[src/rtl/isc_pkg.sv]
package isc_pkg;
  localparam int NUM_W  = 16;
  localparam int SRV_W  = 8;
  localparam int PRIO_W = 8;

  localparam logic [PRIO_W-1:0] PRIO_MASKED = 8'hFF;
  localparam logic [7:0]        ST_OK       = 8'h00;
  localparam logic [7:0]        ST_BADARG   = 8'hFD;

  typedef struct packed {
    logic [NUM_W-1:0]  num;
    logic [SRV_W-1:0]  srv;
    logic [PRIO_W-1:0] prio;
  } offer_t;
endpackage

[src/rtl/isc_src_table.sv]
module isc_src_table
  import isc_pkg::*;
#(
  parameter int NUM_SRC = 16,
  parameter int IDX_W   = 4
) (
  input  logic              clk,
  input  logic              rst_n,
  input  logic              wr_en,
  input  logic [IDX_W-1:0]  wr_idx,
  input  logic [SRV_W-1:0]  wr_srv,
  input  logic [PRIO_W-1:0] wr_prio,
  input  logic              mp_set,
  input  logic              mp_clr,
  input  logic [IDX_W-1:0]  mp_idx,
  input  logic              rej_set,
  input  logic [IDX_W-1:0]  rej_set_idx,
  input  logic              rej_clr,
  input  logic [IDX_W-1:0]  rej_clr_idx,
  output logic [SRV_W-1:0]  srv_q  [NUM_SRC],
  output logic [PRIO_W-1:0] prio_q [NUM_SRC],
  output logic              rej_q  [NUM_SRC],
  output logic              mp_q   [NUM_SRC]
);
  for (genvar g = 0; g < NUM_SRC; g++) begin : g_entry
    localparam logic [IDX_W-1:0] MY_IDX = IDX_W'(g);

    always_ff @(posedge clk) begin
      if (!rst_n) begin
        srv_q[g]  <= '0;
        prio_q[g] <= PRIO_MASKED;
      end else if (wr_en && wr_idx == MY_IDX) begin
        srv_q[g]  <= wr_srv;
        prio_q[g] <= wr_prio;
      end
    end

    always_ff @(posedge clk) begin
      if (!rst_n)                            mp_q[g] <= 1'b0;
      else if (mp_set && mp_idx == MY_IDX)   mp_q[g] <= 1'b1;
      else if (mp_clr && mp_idx == MY_IDX)   mp_q[g] <= 1'b0;
    end

    // a set in the same cycle as the scan's clear wins
    always_ff @(posedge clk) begin
      if (!rst_n)                                 rej_q[g] <= 1'b0;
      else if (rej_set && rej_set_idx == MY_IDX)  rej_q[g] <= 1'b1;
      else if (rej_clr && rej_clr_idx == MY_IDX)  rej_q[g] <= 1'b0;
    end
  end
endmodule

[src/rtl/isc_resend_scan.sv]
module isc_resend_scan #(
  parameter int NUM_SRC = 16,
  parameter int IDX_W   = 4
) (
  input  logic             clk,
  input  logic             rst_n,
  input  logic             resend_req,
  input  logic             step,
  output logic             busy,
  output logic [IDX_W-1:0] ptr
);
  localparam logic [IDX_W-1:0] LAST = IDX_W'(NUM_SRC - 1);

  logic again_q;

  always_ff @(posedge clk) begin
    if (!rst_n) begin
      busy    <= 1'b0;
      ptr     <= '0;
      again_q <= 1'b0;
    end else if (!busy) begin
      if (resend_req) begin
        busy    <= 1'b1;
        ptr     <= '0;
        again_q <= 1'b0;
      end
    end else if (step && ptr == LAST) begin
      ptr     <= '0;
      again_q <= 1'b0;
      if (!(again_q || resend_req)) busy <= 1'b0;
    end else begin
      if (step)       ptr     <= ptr + 1'b1;
      if (resend_req) again_q <= 1'b1;
    end
  end
endmodule

[src/rtl/isc_offer_reg.sv]
module isc_offer_reg
  import isc_pkg::*;
(
  input  logic   clk,
  input  logic   rst_n,
  input  logic   load,
  input  offer_t load_data,
  input  logic   ready,
  output logic   valid,
  output offer_t data,
  output logic   slot_free
);
  assign slot_free = !valid || ready;

  always_ff @(posedge clk) begin
    if (!rst_n) begin
      valid <= 1'b0;
      data  <= '0;
    end else if (slot_free) begin
      valid <= load;
      if (load) data <= load_data;
    end
  end
endmodule

[src/rtl/irq_source_ctrl.sv]
module irq_source_ctrl
  import isc_pkg::*;
#(
  parameter int               NUM_SRC = 16,
  parameter int               NUM_SRV = 4,
  parameter logic [NUM_W-1:0] BASE    = 16'h0040,
  localparam int              IDX_W   = (NUM_SRC > 1) ? $clog2(NUM_SRC) : 1
) (
  input  logic              clk,
  input  logic              rst_n,
  input  logic              trig_valid,
  output logic              trig_ready,
  input  logic [IDX_W-1:0]  trig_src,
  input  logic              cfg_valid,
  output logic              cfg_ready,
  input  logic              cfg_write,
  input  logic [NUM_W-1:0]  cfg_num,
  input  logic [SRV_W-1:0]  cfg_srv,
  input  logic [PRIO_W:0]   cfg_prio,
  output logic              resp_valid,
  output logic [7:0]        resp_status,
  output logic [SRV_W-1:0]  resp_srv,
  output logic [PRIO_W-1:0] resp_prio,
  input  logic              rej_valid,
  input  logic [NUM_W-1:0]  rej_num,
  input  logic              eoi_valid,
  input  logic [NUM_W-1:0]  eoi_num,
  input  logic              resend_req,
  output logic              busy,
  output logic              offer_valid,
  input  logic              offer_ready,
  output logic [NUM_W-1:0]  offer_num,
  output logic [SRV_W-1:0]  offer_srv,
  output logic [PRIO_W-1:0] offer_prio
);
  localparam logic [NUM_W-1:0] SPAN = NUM_W'(NUM_SRC);

  logic [SRV_W-1:0]  srv_q  [NUM_SRC];
  logic [PRIO_W-1:0] prio_q [NUM_SRC];
  logic              rej_q  [NUM_SRC];
  logic              mp_q   [NUM_SRC];

  logic             slot_free, scan_step, load;
  logic [IDX_W-1:0] scan_ptr;
  offer_t           load_data, out_data;

  // configuration decode
  logic [NUM_W-1:0] cfg_diff;
  logic [IDX_W-1:0] cfg_idx;
  logic             cfg_in, cfg_ok, cfg_fire, wr_en, unmask_offer;

  assign cfg_diff = cfg_num - BASE;
  assign cfg_in   = (cfg_num >= BASE) && (cfg_diff < SPAN);
  assign cfg_idx  = cfg_diff[IDX_W-1:0];
  assign cfg_ok   = cfg_in && (!cfg_write ||
                    ((int'(cfg_srv) < NUM_SRV) && !cfg_prio[PRIO_W]));
  assign cfg_ready    = slot_free;
  assign cfg_fire     = cfg_valid && cfg_ready;
  assign wr_en        = cfg_fire && cfg_write && cfg_ok;
  assign unmask_offer = wr_en && mp_q[cfg_idx] &&
                        (cfg_prio[PRIO_W-1:0] != PRIO_MASKED);

  // fire decode
  logic trig_fire, trig_ok, trig_masked;

  assign trig_ready  = slot_free && !cfg_valid;
  assign trig_fire   = trig_valid && trig_ready;
  assign trig_ok     = int'(trig_src) < NUM_SRC;
  assign trig_masked = prio_q[trig_src] == PRIO_MASKED;

  // reject decode
  logic [NUM_W-1:0] rej_diff;
  logic             rej_in;

  assign rej_diff = rej_num - BASE;
  assign rej_in   = rej_valid && (rej_num >= BASE) && (rej_diff < SPAN);

  // replay scan
  logic scan_visit, scan_offer;

  assign scan_step  = busy && slot_free && !cfg_valid && !trig_valid;
  assign scan_visit = scan_step && rej_q[scan_ptr];
  assign scan_offer = scan_visit && (prio_q[scan_ptr] != PRIO_MASKED);

  // offer source selection, one candidate at most by construction of the gates
  always_comb begin
    load      = 1'b0;
    load_data = '0;
    if (unmask_offer) begin
      load      = 1'b1;
      load_data = '{num: cfg_num, srv: cfg_srv, prio: cfg_prio[PRIO_W-1:0]};
    end else if (trig_fire && trig_ok && !trig_masked) begin
      load      = 1'b1;
      load_data = '{num: BASE + NUM_W'(trig_src), srv: srv_q[trig_src],
                    prio: prio_q[trig_src]};
    end else if (scan_offer) begin
      load      = 1'b1;
      load_data = '{num: BASE + NUM_W'(scan_ptr), srv: srv_q[scan_ptr],
                    prio: prio_q[scan_ptr]};
    end
  end

  isc_src_table #(.NUM_SRC(NUM_SRC), .IDX_W(IDX_W)) u_table (
    .clk         (clk),
    .rst_n       (rst_n),
    .wr_en       (wr_en),
    .wr_idx      (cfg_idx),
    .wr_srv      (cfg_srv),
    .wr_prio     (cfg_prio[PRIO_W-1:0]),
    .mp_set      (trig_fire && trig_ok && trig_masked),
    .mp_clr      (unmask_offer),
    .mp_idx      (unmask_offer ? cfg_idx : trig_src),
    .rej_set     (rej_in),
    .rej_set_idx (rej_diff[IDX_W-1:0]),
    .rej_clr     (scan_visit),
    .rej_clr_idx (scan_ptr),
    .srv_q       (srv_q),
    .prio_q      (prio_q),
    .rej_q       (rej_q),
    .mp_q        (mp_q)
  );

  isc_resend_scan #(.NUM_SRC(NUM_SRC), .IDX_W(IDX_W)) u_scan (
    .clk        (clk),
    .rst_n      (rst_n),
    .resend_req (resend_req),
    .step       (scan_step),
    .busy       (busy),
    .ptr        (scan_ptr)
  );

  isc_offer_reg u_offer (
    .clk       (clk),
    .rst_n     (rst_n),
    .load      (load),
    .load_data (load_data),
    .ready     (offer_ready),
    .valid     (offer_valid),
    .data      (out_data),
    .slot_free (slot_free)
  );

  assign offer_num  = out_data.num;
  assign offer_srv  = out_data.srv;
  assign offer_prio = out_data.prio;

  // configuration response
  always_ff @(posedge clk) begin
    if (!rst_n) begin
      resp_valid  <= 1'b0;
      resp_status <= ST_OK;
      resp_srv    <= '0;
      resp_prio   <= '0;
    end else begin
      resp_valid <= cfg_fire;
      if (cfg_fire) begin
        resp_status <= cfg_ok ? ST_OK : ST_BADARG;
        resp_srv    <= (cfg_ok && !cfg_write) ? srv_q[cfg_idx]  : '0;
        resp_prio   <= (cfg_ok && !cfg_write) ? prio_q[cfg_idx] : '0;
      end
    end
  end
endmodule

[config.mk]
export PLATFORM = sky130hd
export DESIGN_NAME = irq_source_ctrl
export DESIGN_NICKNAME = d
export VERILOG_FILES = /design/src/rtl/isc_pkg.sv /design/src/rtl/isc_src_table.sv /design/src/rtl/isc_resend_scan.sv /design/src/rtl/isc_offer_reg.sv /design/src/rtl/irq_source_ctrl.sv
export SDC_FILE = /design/constraint.sdc
export NUM_CORES = 1
export LEC_CHECK = 0
export BUFFER_PORTS_ARGS = -buffer_cell sky130_fd_sc_hd__buf_2
export CAP_MARGIN = 20
export CORE_MARGIN = 2
export CORE_UTILIZATION = 35
export CTS_CLUSTER_DIAMETER = 40
export CTS_CLUSTER_SIZE = 28
export DETAILED_ROUTE_END_ITERATION = 8
export PLACE_DENSITY_LB_ADDON = 0.2
export SYNTH_ARGS = -nofsm -noshare
export SYNTH_HDL_FRONTEND = slang
export SYNTH_HIERARCHICAL = 1
export SYNTH_SLANG_ARGS = --single-unit
[constraint.sdc]
create_clock -name clk -period 3.5 [get_ports clk]
set_clock_uncertainty 0.1 [all_clocks]
set_input_delay 0.175 -clock clk [delete_from_list [all_inputs] [get_ports clk]]
set_output_delay 0.175 -clock clk [all_outputs]
set_load 0.01 [all_outputs]
# == After elaboration in Yosys (flattened, before gate mapping) ==
# Cells that the tools add are included.
# classes
shifts,0
mul,0
bitwise,3
eq_ne,64
n_mux,110
order_cmp,8
div_mod_pow,0
n_addsub,5
reduce_logical,151
# ops
cell,count
8-bit binary-select mux with 4-bit select,6
"4-bit == test, second input constant",32
8-bit two-way mux,15
1-bit logical AND,101
1-bit two-way mux,79
2-bit nonzero test,34
"4-bit by 3-bit == test with 1-bit output, second input constant",16
24-bit two-way mux,2
"4-bit by 2-bit == test with 1-bit output, second input constant",8
"16-bit by 7-bit >= comparator with 1-bit output, second input constant",2
"16-bit by 5-bit < comparator with 1-bit output, second input constant",2
32-bit two-way mux,1
"16-bit by 7-bit subtractor with 16-bit output, second input constant",2
4-bit two-way mux,5
"7-bit by 4-bit adder with 8-bit output, first input constant",2
"4-bit by 1-bit == test with 1-bit output, second input constant",4
4-bit logical NOT,4
"8-bit != test, second input constant",2
"5-bit >= comparator, second input constant",3
4-bit inverter with 5-bit output,3
1-bit binary-select mux with 4-bit select,2
"8-bit == test, second input constant",1
"8-bit by 3-bit < comparator with 1-bit output, second input constant",1
1-bit logical NOT,6
other kinds (4),8
# word_totals
inputBits,78
romBits,0
elab_cells,416
register_bits,352
mem_bits_rw,0
latch_bits,0
memories,0

# == Logic depth before layout (Yosys ltp) ==
# Gate-level depths: netlist (run 1).
# depth
ltp_word,12
mapped_depth,15
mapped_depth_nobuf,10

# == Cells and area by module ==
# Netlist (run 1), hierarchy kept.
# modules_own_cells
module,n_inst,area_each_um2,cells_per_inst
isc_src_table,1,10862.9,1037
irq_source_ctrl,1,7335.8,555
isc_offer_reg,1,1357.6,144
isc_resend_scan,1,275.3,32

# == Worst setup path before layout (run 1) ==
# Ideal clock, no wire load.
# synth_path
path_kind,reg-to-reg
startpoint,register u_scan.ptr[0]
endpoint,register u_offer/data[0] (netlist bit)
setup_slack_ps,391
stages_incl_launch_ff,14
path_buffers,5
setup_ps,118
t_arrival_ps,2890
synth_period_minus_slack_ps,3109
cell_sequence,dfxtp_1 buf_6 buf_6 mux4_2 mux4_2 and2_1 o41a_2 buf_2 nor2_1 nand2_1 and2_4 buf_6 buf_12 mux2i_1
# synth_between
elab_chain_cells,10
elab_cells_between_ends,17
classes_between,1 x eq/ne; 12 x mux; 1 x bitwise; 3 x reduce/logical
# synth_lines
element,line_no,text
start: declaration,isc_resend_scan.sv:10,output logic [IDX_W-1:0] ptr
start signal: assignment,isc_resend_scan.sv:32,if (step) ptr <= ptr + 1'b1;
4-bit inverter with 5-bit output (not written as such),irq_source_ctrl.sv:82,assign scan_visit = scan_step && rej_q[scan_ptr];
1-bit binary-select mux with 4-bit select,irq_source_ctrl.sv:82,
1-bit two-way mux (not written as such) (2 in a row),irq_source_ctrl.sv:82,
1-bit logical AND,irq_source_ctrl.sv:82,
net scan_visit,irq_source_ctrl.sv:79,"logic scan_visit, scan_offer;"
1-bit logical AND,irq_source_ctrl.sv:83,assign scan_offer = scan_visit && (prio_q[scan_ptr] != PRIO_MASKED);
1-bit two-way mux,irq_source_ctrl.sv:96,end else if (scan_offer) begin
1-bit two-way mux,irq_source_ctrl.sv:92,end else if (trig_fire && trig_ok && !trig_masked) begin
1-bit two-way mux,irq_source_ctrl.sv:89,if (unmask_offer) begin
net load,irq_source_ctrl.sv:43,"logic slot_free, scan_step, load;"
2-bit AND reduction (no source line),--,
end signal: assignment,isc_offer_reg.sv:21,if (load) data <= load_data;
end: declaration,isc_offer_reg.sv:10,"output offer_t data,"
# The timed path passes the listed nets, and every way through them passes these cells. The select of a mux whose other input is x is not followed.
# A chain may end at the register's enable or synchronous reset.

# == Worst setup path in the final report (run 1) ==
# layout_path
startpoint,register u_scan.ptr[0]
endpoint,register u_offer/data[17] (netlist bit)
# layout_between
elab_chain_cells,10
elab_cells_between_ends,18
classes_between,1 x add/sub; 1 x eq/ne; 12 x mux; 1 x bitwise; 3 x reduce/logical
# layout_lines
element,line_no
4-bit inverter with 5-bit output (not written as such) *,"irq_source_ctrl.sv:82, irq_source_ctrl.sv:83"
8-bit binary-select mux with 4-bit select / 1-bit binary-select mux with 4-bit select (equally long branches),"irq_source_ctrl.sv:83, irq_source_ctrl.sv:82"
8-bit two-way mux (not written as such) / 1-bit two-way mux (equally long branches) (2 in a row),"irq_source_ctrl.sv:83, irq_source_ctrl.sv:82"
8-bit != test / 1-bit logical AND (equally long branches),"irq_source_ctrl.sv:83, irq_source_ctrl.sv:82"
1-bit logical AND *,irq_source_ctrl.sv:83
1-bit two-way mux *,irq_source_ctrl.sv:96
1-bit two-way mux *,irq_source_ctrl.sv:92
1-bit two-way mux *,irq_source_ctrl.sv:89
net load,irq_source_ctrl.sv:43
2-bit AND reduction (no source line) *,--
# The timed path passes the listed nets; every way through them passes the cells marked *. The select of a mux whose other input is x is not followed.

==> run metrics, run 1 <==
Die Wd 242 µm; DR WL/cell 23.3 µm; Cells after Synth 1768; Vias between 15000 and 20000; crit path time final 3.23 ns; utilization after layout 0.417; Reg clk slew, reported paths 0.06 ns; routability cong. roughly 0.83; asr flop ratio synth 0; met1 wire length ~28000 µm; status finished clean; Top Layer Used met5; clk buf depth 3; IO Port Bufs 120; htree depth 2; DP Area 21500 µm²; Post-Synth XOR/XNOR Area 0; Congestion Overflow GR 0; TritonCTS clock tree built; adder-cell share of the synthesized area 0.000631; Top FF cell, synth dfxtp_1; Routed Antenna Nets 0; Setup Crit Path Kind reg -> reg; largest family of logic cells by synthesized area multiplexers; initial antenna violation count 2; max-slew violations 0; CP max FO 25; flop-to-flop setup slack about 0.27 ns; sequential area share after synthesis 0.348; Synth Area in Compound Gates 0.0645; fmax approximately 0.3 GHz; share of cells above drive strength 1 0.301; Die Ht roughly 240 µm; mux share of post-synthesis cell area 0.403; Netlist cell types 63; cell taking the most area after synthesis dfxtp_1; maxcap violations 0; # DRC 0; Fillers 5331; area grow syn2layout 18.2%; synth top area cells dfxtp_1 35%, mux4_2 26%, mux2i_1 14%; Design Area, Final 23400 µm²; initial core utilization 0.353; Fin. Hold Viols 0; full die area approximately 60000 µm²; I/O pin total 139; vias in the first global route 15300; row count between 80 and 90; CORE AREA 56200 µm²; global-route wire length before repair 95400 µm; Worst slew margin 0.510; post-CTS sizing 0; Cell Pwr Density 423 nW/µm²; FF/Latch Area a little under 7000 µm²; worst hold margin 0.0143 ns; Syn Area/Cell 11.2 µm²; Synth Warn # 6; total negative setup slack 0 ns; multi-input logic area 11900 µm²; met2 routed WL 29500 µm; CTS hold repair buffers 17; WP data arrival about 3.6 ns; WL final 62700 µm; Synth top area share 0.348; Final nets 1976; hpwl dp 42000 µm; Placed Instances 2580; largest net degree at the start of global routing 115; initial DRC count approximately 1000; worst slew pin tran 0.734 ns; synth cell count leaders 345 x dfxtp_1, 284 x mux2i_1, 257 x nand2_1; CP Capture Type flop; Num CTS Buffers 52; Worst Path Required about 4 ns; routed wire length on met3 3230 µm; #FFs+latches synth 345; maximum vdd drop 0.355 mV; Root Driver clkbuf_16; final setup fails 0; Post-synth EDFFs 0; Post-CTS Setup Repair Bufs 0; RSZ-0062 raised after global routing no; Simple-Gate Fraction of Synth Area 0.130; Skew-Pair Late Insertion Delay just under 0.6 ns; drt via density 5.57; fin crit share 0.924; count leader, synth dfxtp_1; drt first pass iters 5; Layout Cells excl Fill 2696; Tightest Hold Check Type in -> reg; Cell Area, Synth 19800 µm²; gr usage total 0.211; Leak Pwr 9.69 nW; clk sinks 345; Startpoint Class flop; # diodes 0
==> worst max-delay path, cell delays in order, from the launching register on <==
cell	delay, ns
dfxtp_4	0.65
buf_4	0.25
mux4_2	0.51
a221oi_1	0.55
o41a_2	0.30
nor2_1	0.07
nand2_1	0.12
and2_4	0.20
buf_12	0.18
mux2i_1	0.21
==> worst paths after layout <==
check / endpoint / cells after the start / start
worst max-delay path: u_offer/data[17] / 9 / u_scan/ptr[0]
worst min-delay path: u_offer/data[2] / 5 / cfg_prio[2]
worst min register to register: resp_srv[5] / 2 / resp_srv[5]
worst max register to register: u_offer/data[17] / 9 / u_scan/ptr[0]
==> flip-flops by register name, indices dropped and copies added, names as in the netlist <==
register        flops
u_scan/again_q      1
resp_status         1
u_offer/data       32
resp_prio           8
u_table/rej_q      16
u_table/mp_q       16
u_table/srv_q     128
resp_valid          1
u_table/prio_q    128
resp_srv            8
u_scan/ptr          4
u_offer/valid       1
u_scan/busy         1
==> stage by stage <==
stage / worst slack (ns) / power (mW)
after floorplan: 0.391 / 4.47
after global placement: 0.314 / 4.69
after detailed placement: 0.275 / 4.69
after CTS: 0.249 / 10.0
after global routing: 0.0647 / 10.2
final: 0.265 / 9.92
==> layer usage <==
layer,GRT usage,up-vias
met5,0,-
met4,0.0741,2
met2,0.344,459
met3,0.0341,113
li1,-,6790
met1,0.285,7641
==> placed cells by master, fill, tap and decap left out, types with 4 or more instances in the layout <==
cell type,n
a21oi_1,33
a221oi_1,8
a22oi_1,19
a22oi_2,9
and2_1,6
and3_1,8
buf_12,17
buf_2,116
buf_4,83
bufinv_16,4
clkbuf_1,5
clkbuf_16,53
clkbuf_8,10
clkinv_2,5
clkinv_4,6
clkinvlp_4,6
conb_1,12
dfxtp_1,342
dlygate4sd3_1,18
inv_1,33
inv_6,7
mux2i_1,284
mux4_2,228
nand2_1,257
nand2_2,11
nand2b_1,22
nand3_1,18
nand3_2,4
nand3b_1,13
nand4_1,4
nor2_1,10
nor2b_1,128
nor4_1,5
o211ai_1,26
o211ai_2,4
o21ai_0,64
o21ai_1,7
o311ai_0,8
or3b_2,5
==> layout make-up <==
class / count / area share
Tap cell: 756 / 0.0403
Clock inverter: 29 / 0.0134
Timing Repair Buffer: 235 / 0.0742
Inverter: 34 / 0.00544
Multi-Input combinational cell: 1229 / 0.509
Sequential cell: 345 / 0.295
Clock buffer: 68 / 0.0632
==> report_power, final <==
| part | switching (mW) | internal (mW) | leakage (nW) | total, mW |
|---|---|---|---|---|
| sequential | 0.0118 | 3.95 | 2.79 | 3.96 |
| clock | 1.99 | 3.31 | 0.870 | 5.30 |
| combinational | 0.416 | 0.252 | 6.04 | 0.668 |
| total | 2.42 | 7.50 | 9.69 | 9.92 |
==> kinds of logic (layout without fill, tap and decap cells) <==
| kind of cell | count (synthesis) | in the layout |
|---|---|---|
| adders and majority gates | 1 | 1 |
| and+or+nand+nor | 511 | 511 |
| AOI/OAI and AO/OA | 191 | 191 |
| other | 1 | 12 |
| muxes | 514 | 514 |
| DFF | 345 | 345 |
| buffers and inverters | 205 | 366 |
Note: power is estimated with default switching activity, not from simulation.
==> run 2, diff against run 1 <==
- PLACE_DENSITY_LB_ADDON: 0.2 -> 0.12
- clock period: 3.5 -> 3.3 ns (I/O delays scaled with it)
==> run 2 against run 1 <==
  * Sequential share of layout area fell by 0.49 points
  * Count of clock-buffer cells in the layout rose by 5
  * Clock power rose by 12%
  * Non-clock buffer count rose by 35
  * Largest cell class unchanged
  * Setup slack got worse by 0.15 ns
  * Wire length rose by 6.4%
  * Core utilization rose by 0.71 points
  * Sequential power rose by 6.1%
==> run metrics, run 2 (same netlist as run 1, synthesis figures left out) <==
status finished clean; Skew-Pair Late Insertion Delay 0.60 ns; crit path time final 3.18 ns; Leak Pwr 9.92 nW; largest net degree at the start of global routing 145; final worst slack 0.116 ns; area grow syn2layout 20.2%; WHS Path Cells 4; DR WL/cell 24.4 µm; utilization after layout 0.425; drt first pass iters 5; clk sinks 345; commonest cells after routing, fill and taps aside 342 x dfxtp_1, 284 x mux2i_1, 257 x nand2_1, 228 x mux4_2, 128 x nor2b_1; Startpoint Class flop; Placed Instances 2611; Congestion Overflow GR 0; RSZ-0062 raised after global routing no; WP data arrival approximately 3.6 ns; routability cong. 0.832; Hold EP u_table/prio_q[126]; Die Wd about 240 µm; flop-to-flop setup slack 0.12 ns; fmax 0.314 GHz; Final nets slightly above 2000; share of cells above drive strength 1 0.309; maxcap violations 0; CORE AREA 56200 µm²; Fin. Hold Viols 0; initial antenna violation count 2; worst reg2reg path depth 11; Reg clk slew, reported paths 0.05 ns; clk buf depth 3; full die area roughly 59000 µm²; Root Driver clkbuf_16; initial core utilization 0.353; initial DRC count 1289; IO Port Bufs 120; Die Ht between 200 and 250 µm; CP max FO 16; DP Area 21700 µm²; row count 87; Tot Pwr 10.9 mW; Reg-to-Reg Start u_scan/ptr[0]; worst slew pin tran 0.747 ns; Setup Crit Path Kind reg -> reg; Num CTS Buffers 56; Worst Path Required 3.73 ns; Layout Cells excl Fill 2734; vias in the first global route 15200; reg-to-reg endpoint u_offer/data[1]; hpwl dp ~44000 µm; global-route wire length before repair 99100 µm; Fillers 5366; maximum vdd drop 0.378 mV; Routed Antenna Nets 0; TritonCTS clock tree built; gr usage total 0.224; hold path start cfg_prio[6]; Cell Pwr Density 455 nW/µm²; # DRC 0; CP Capture Type flop; drt via density 5.54; Design Area, Final 23800 µm²; I/O pin total roughly 140; DP Worst Slack approximately 0.016 ns; WL final 66700 µm; fin crit share 0.965; # diodes 0; commonest non-fill, non-tap cell in the layout dfxtp_1; worst hold margin about 0.028 ns; Vias 15200; final setup fails 0; max-slew violations 0; biggest regs u_table/prio_q: 128 flops, u_table/srv_q: 128 flops, u_offer/data: 32 flops; htree depth 2; Worst slew margin 0.500; total negative setup slack 0 ns; Tightest Hold Check Type in -> reg
-- run 2: critical path: stages (launching register included) --
cell and delay, ns:
dfxtp_4 0.35, clkbuf_8 0.18, mux4_2 0.51, a22o_1 0.22
a221oi_1 0.35, buf_4 0.22, o41a_2 0.19, nor2_1 0.05
buf_4 0.13, nand2_1 0.15, and2_4 0.40, mux2i_1 0.24
-- run 2: repair_timing --
| action | CTS | global route |
|---|---|---|
| resized for setup | 0 | 1 |
| endpoints found under the hold margin | 90 | 0 |
| buffers inserted | 0 | 2 |
| setup endpoints to repair | 0 | 33 |
| hold buffers | 21 | 0 |
-- run 2: worst max path at each step --
| stage | end | slack, ns | depth (start not counted) | startpoint |
|---|---|---|---|---|
| 3_5_place_dp | u_offer/data[3] | 0.02 | 10 | u_scan/ptr[0] |
| 6_report | u_offer/data[1] | 0.12 | 11 | u_scan/ptr[0] |
| 4_1_cts | u_offer/data[3] | 0.007 | 10 | u_scan/ptr[0] |
| 3_3_place_gp | u_offer/data[13] | 0.06 | 10 | u_scan/ptr[0] |
| 2_1_floorplan | u_offer/data[0] | 0.19 | 13 | u_scan/ptr[0] |
| 5_1_grt | u_offer/data[1] | 0.02 | 11 | u_scan/ptr[0] |
-- run 2: cell type report --
cell class | instances | area, µm² | share of cell area
timing repair buffer | 270 | 2040 | 0.0856
sequential | 345 | 6910 | 0.290
inverter | 34 | 128 | 0.00535
clock inverter | 26 | 360 | 0.0151
tap | 756 | 946 | 0.0397
clock buffer | 73 | 1530 | 0.0640
multi-input combinational | 1230 | 11900 | 0.500
-- run 2: layer usage --
| metal | GRT usage | vias to the layer above | part of all wire |
|---|---|---|---|
| met1 | 0.312 | 7728 | 0.46 |
| met2 | 0.358 | 450 | 0.46 |
| met5 | 0 | - | 0.00019 |
| li1 | - | 6879 | - |
| met4 | 0.0643 | 2 | 0.025 |
| met3 | 0.0392 | 93 | 0.054 |
-- run 2: power breakdown --
part	total (mW)	internal (mW)	switching, mW	leakage [nW]
registers	4.20	4.19	0.0110	2.79
logic	0.719	0.272	0.447	6.23
clock network	5.94	3.80	2.14	0.906
==> run 3, diff against run 2 <==
- CORE_MARGIN: 2 -> unset
==> run 3 against run 2 <==
  * Die area down 1.6%
  * Combinational power rose by 2%
  * First-iteration DRC count decreased by 28%
  * Final cell count increased by 0.15%
  * Design area grew 1.0%
  * Critical path depth unchanged
  * Largest power group unchanged
  * Highest routed layer unchanged
==> run metrics, run 3 (same netlist as run 1, synthesis figures left out) <==
CORE AREA 55500 µm²; Hold EP u_offer/data[17]; Setup Crit Path Kind reg -> reg; status finished clean; largest net degree at the start of global routing 102; total negative setup slack 0 ns; # DRC 0; Cell Pwr Density 462 nW/µm²; Die Ht around 240 µm; initial antenna violation count 2; Layout Cells excl Fill 2738; full die area 57600 µm²; global-route wire length before repair 98200 µm; Reg-to-Reg Start u_scan/ptr[1]; Reg clk slew, reported paths 0.05 ns; maximum vdd drop a little under 0.4 mV; Worst Path Required 3.74 ns; Tot Pwr 11.1 mW; # diodes 0; clk buf depth 3; CP peak stage delay about 0.68 ns; worst slew pin tran 0.846 ns; row count between 80 and 90; CP Capture Type flop; biggest regs u_table/prio_q: 128 flops, u_table/srv_q: 128 flops, u_offer/data: 32 flops; slowest cell on the critical path dfxtp_2; htree depth 2; utilization after layout 0.434; Startpoint Class flop; worst hold margin 0.0291 ns; Fin. Hold Viols 0; Root Driver clkbuf_16; drt first pass iters 5; area grow syn2layout 21.4%; Placed Instances 2598; WP data arrival between 3 and 4 ns; max-slew violations 0; commonest non-fill, non-tap cell in the layout dfxtp_1; maxcap violations 0; fin crit share 0.950; share of cells above drive strength 1 0.316; reg-to-reg endpoint u_offer/data[27]; routability cong. 0.822; worst path bufs/invs 2; Routed Antenna Nets 0; drt via density 5.58; WL final 65800 µm; fmax 0.319 GHz; IO Port Bufs 120; commonest cells after routing, fill and taps aside 342 x dfxtp_1, 284 x mux2i_1, 257 x nand2_1, 228 x mux4_2, 127 x nor2b_1; Tightest Hold Check Type in -> reg; critical-path cell list buf_12 -> mux4_2 -> a22oi_1 -> nand2_1 -> nand2_1 -> o41a_2 -> nor2_1 -> nand2_1 -> and2_4 -> buf_12 -> mux2i_1; TritonCTS clock tree built; Leak Pwr 10.0 nW; Final nets between 2000 and 2500; Die Wd 240 µm; initial core utilization 0.357; CP max FO 15; Vias 15300; Num CTS Buffers 58; crit path time final 3.14 ns; gr usage total 0.231; cell class contributing the biggest share of worst-path delay simple AND/OR/NAND/NOR gates; vias in the first global route 15300; clk sinks around 350; DR WL/cell 24.0 µm; initial DRC count 929; final setup fails 0; I/O pin total 139; Skew-Pair Late Insertion Delay between 0.6 and 0.7 ns; WHS Path Cells 5; RSZ-0062 raised after global routing no; flop-to-flop setup slack 0.16 ns; hpwl dp approximately 44000 µm; CP most frequent cell nand2_1; hold path start cfg_num[1]; worst reg2reg path depth 11; Worst slew margin 0.436; Congestion Overflow GR 0
run 3: changes by cell type in the layout (fill, tap and decap cells not counted), sizes merged:
cell,delta
clkbuf,-9
inv,+13
bufinv,-2
clkinvlp,+4
clkinv,+2
and2,-1
dlygate4sd3,+5
run 3: area by class of cell:
class	instances	area, µm²
Tap cell	748	936
Clock buffer	65	1520
Clock inverter	43	484
Timing Repair Buffer	274	2170
Fill cell	5252	31400
Inverter	34	128
Multi-Input combinational cell	1229	11900
Sequential cell	345	6910
run 3: worst max path at each step:
stage | depth (start not counted) | slack [ns] | start | endpoint
after global placement | 10 | 0.17 | u_scan/ptr[0] | u_offer/data[16]
after detailed placement | 10 | 0.11 | u_scan/ptr[0] | u_offer/data[16]
after global routing | 11 | 0.02 | u_scan/ptr[1] | u_offer/data[27]
after CTS | 10 | 0.10 | u_scan/ptr[0] | u_offer/data[17]
after floorplan | 13 | 0.19 | u_scan/ptr[0] | u_offer/data[0]
final | 11 | 0.16 | u_scan/ptr[1] | u_offer/data[27]
run 3: worst register-to-register path: cells and delay by family, from the launching register on:
kind / cells / cell delay (ns)
muxes: 2 / 0.37
buffers and inverters: 2 / 0.42
and+or+nand+nor: 5 / 0.90
AOI/OAI and AO/OA: 2 / 0.59
DFF: 1 / 0.68
run 3: timing repair:
action | CTS | global route
hold buffers | 26 | 0
buffers inserted | 0 | 6
gates resized for setup | 0 | 2
hold endpoints to repair | 114 | 0
setup endpoints to repair | 0 | 32
run 3: where the power goes:
| group | switching, mW | leakage [nW] | internal [mW] |
|---|---|---|---|
| clock | 2.42 | 0.959 | 3.79 |
| combinational | 0.448 | 6.29 | 0.284 |
| sequential | 0.0120 | 2.79 | 4.18 |
run 3: stage by stage:
step / setup slack (ns) / area (µm²)
final: 0.164 / 24100
after global routing: 0.0154 / 24100
after CTS: 0.100 / 24000
after detailed placement: 0.110 / 21700
after global placement: 0.167 / 21700
after floorplan: 0.191 / 19900
run 3: routing by layer:
metal	global-route usage	up-vias	routed length [µm]
li1	-	6892	-
met1	0.312	7796	29200
met2	0.372	484	31000
met3	0.0332	114	3630
met4	0.0882	4	2020
met5	0	-	23
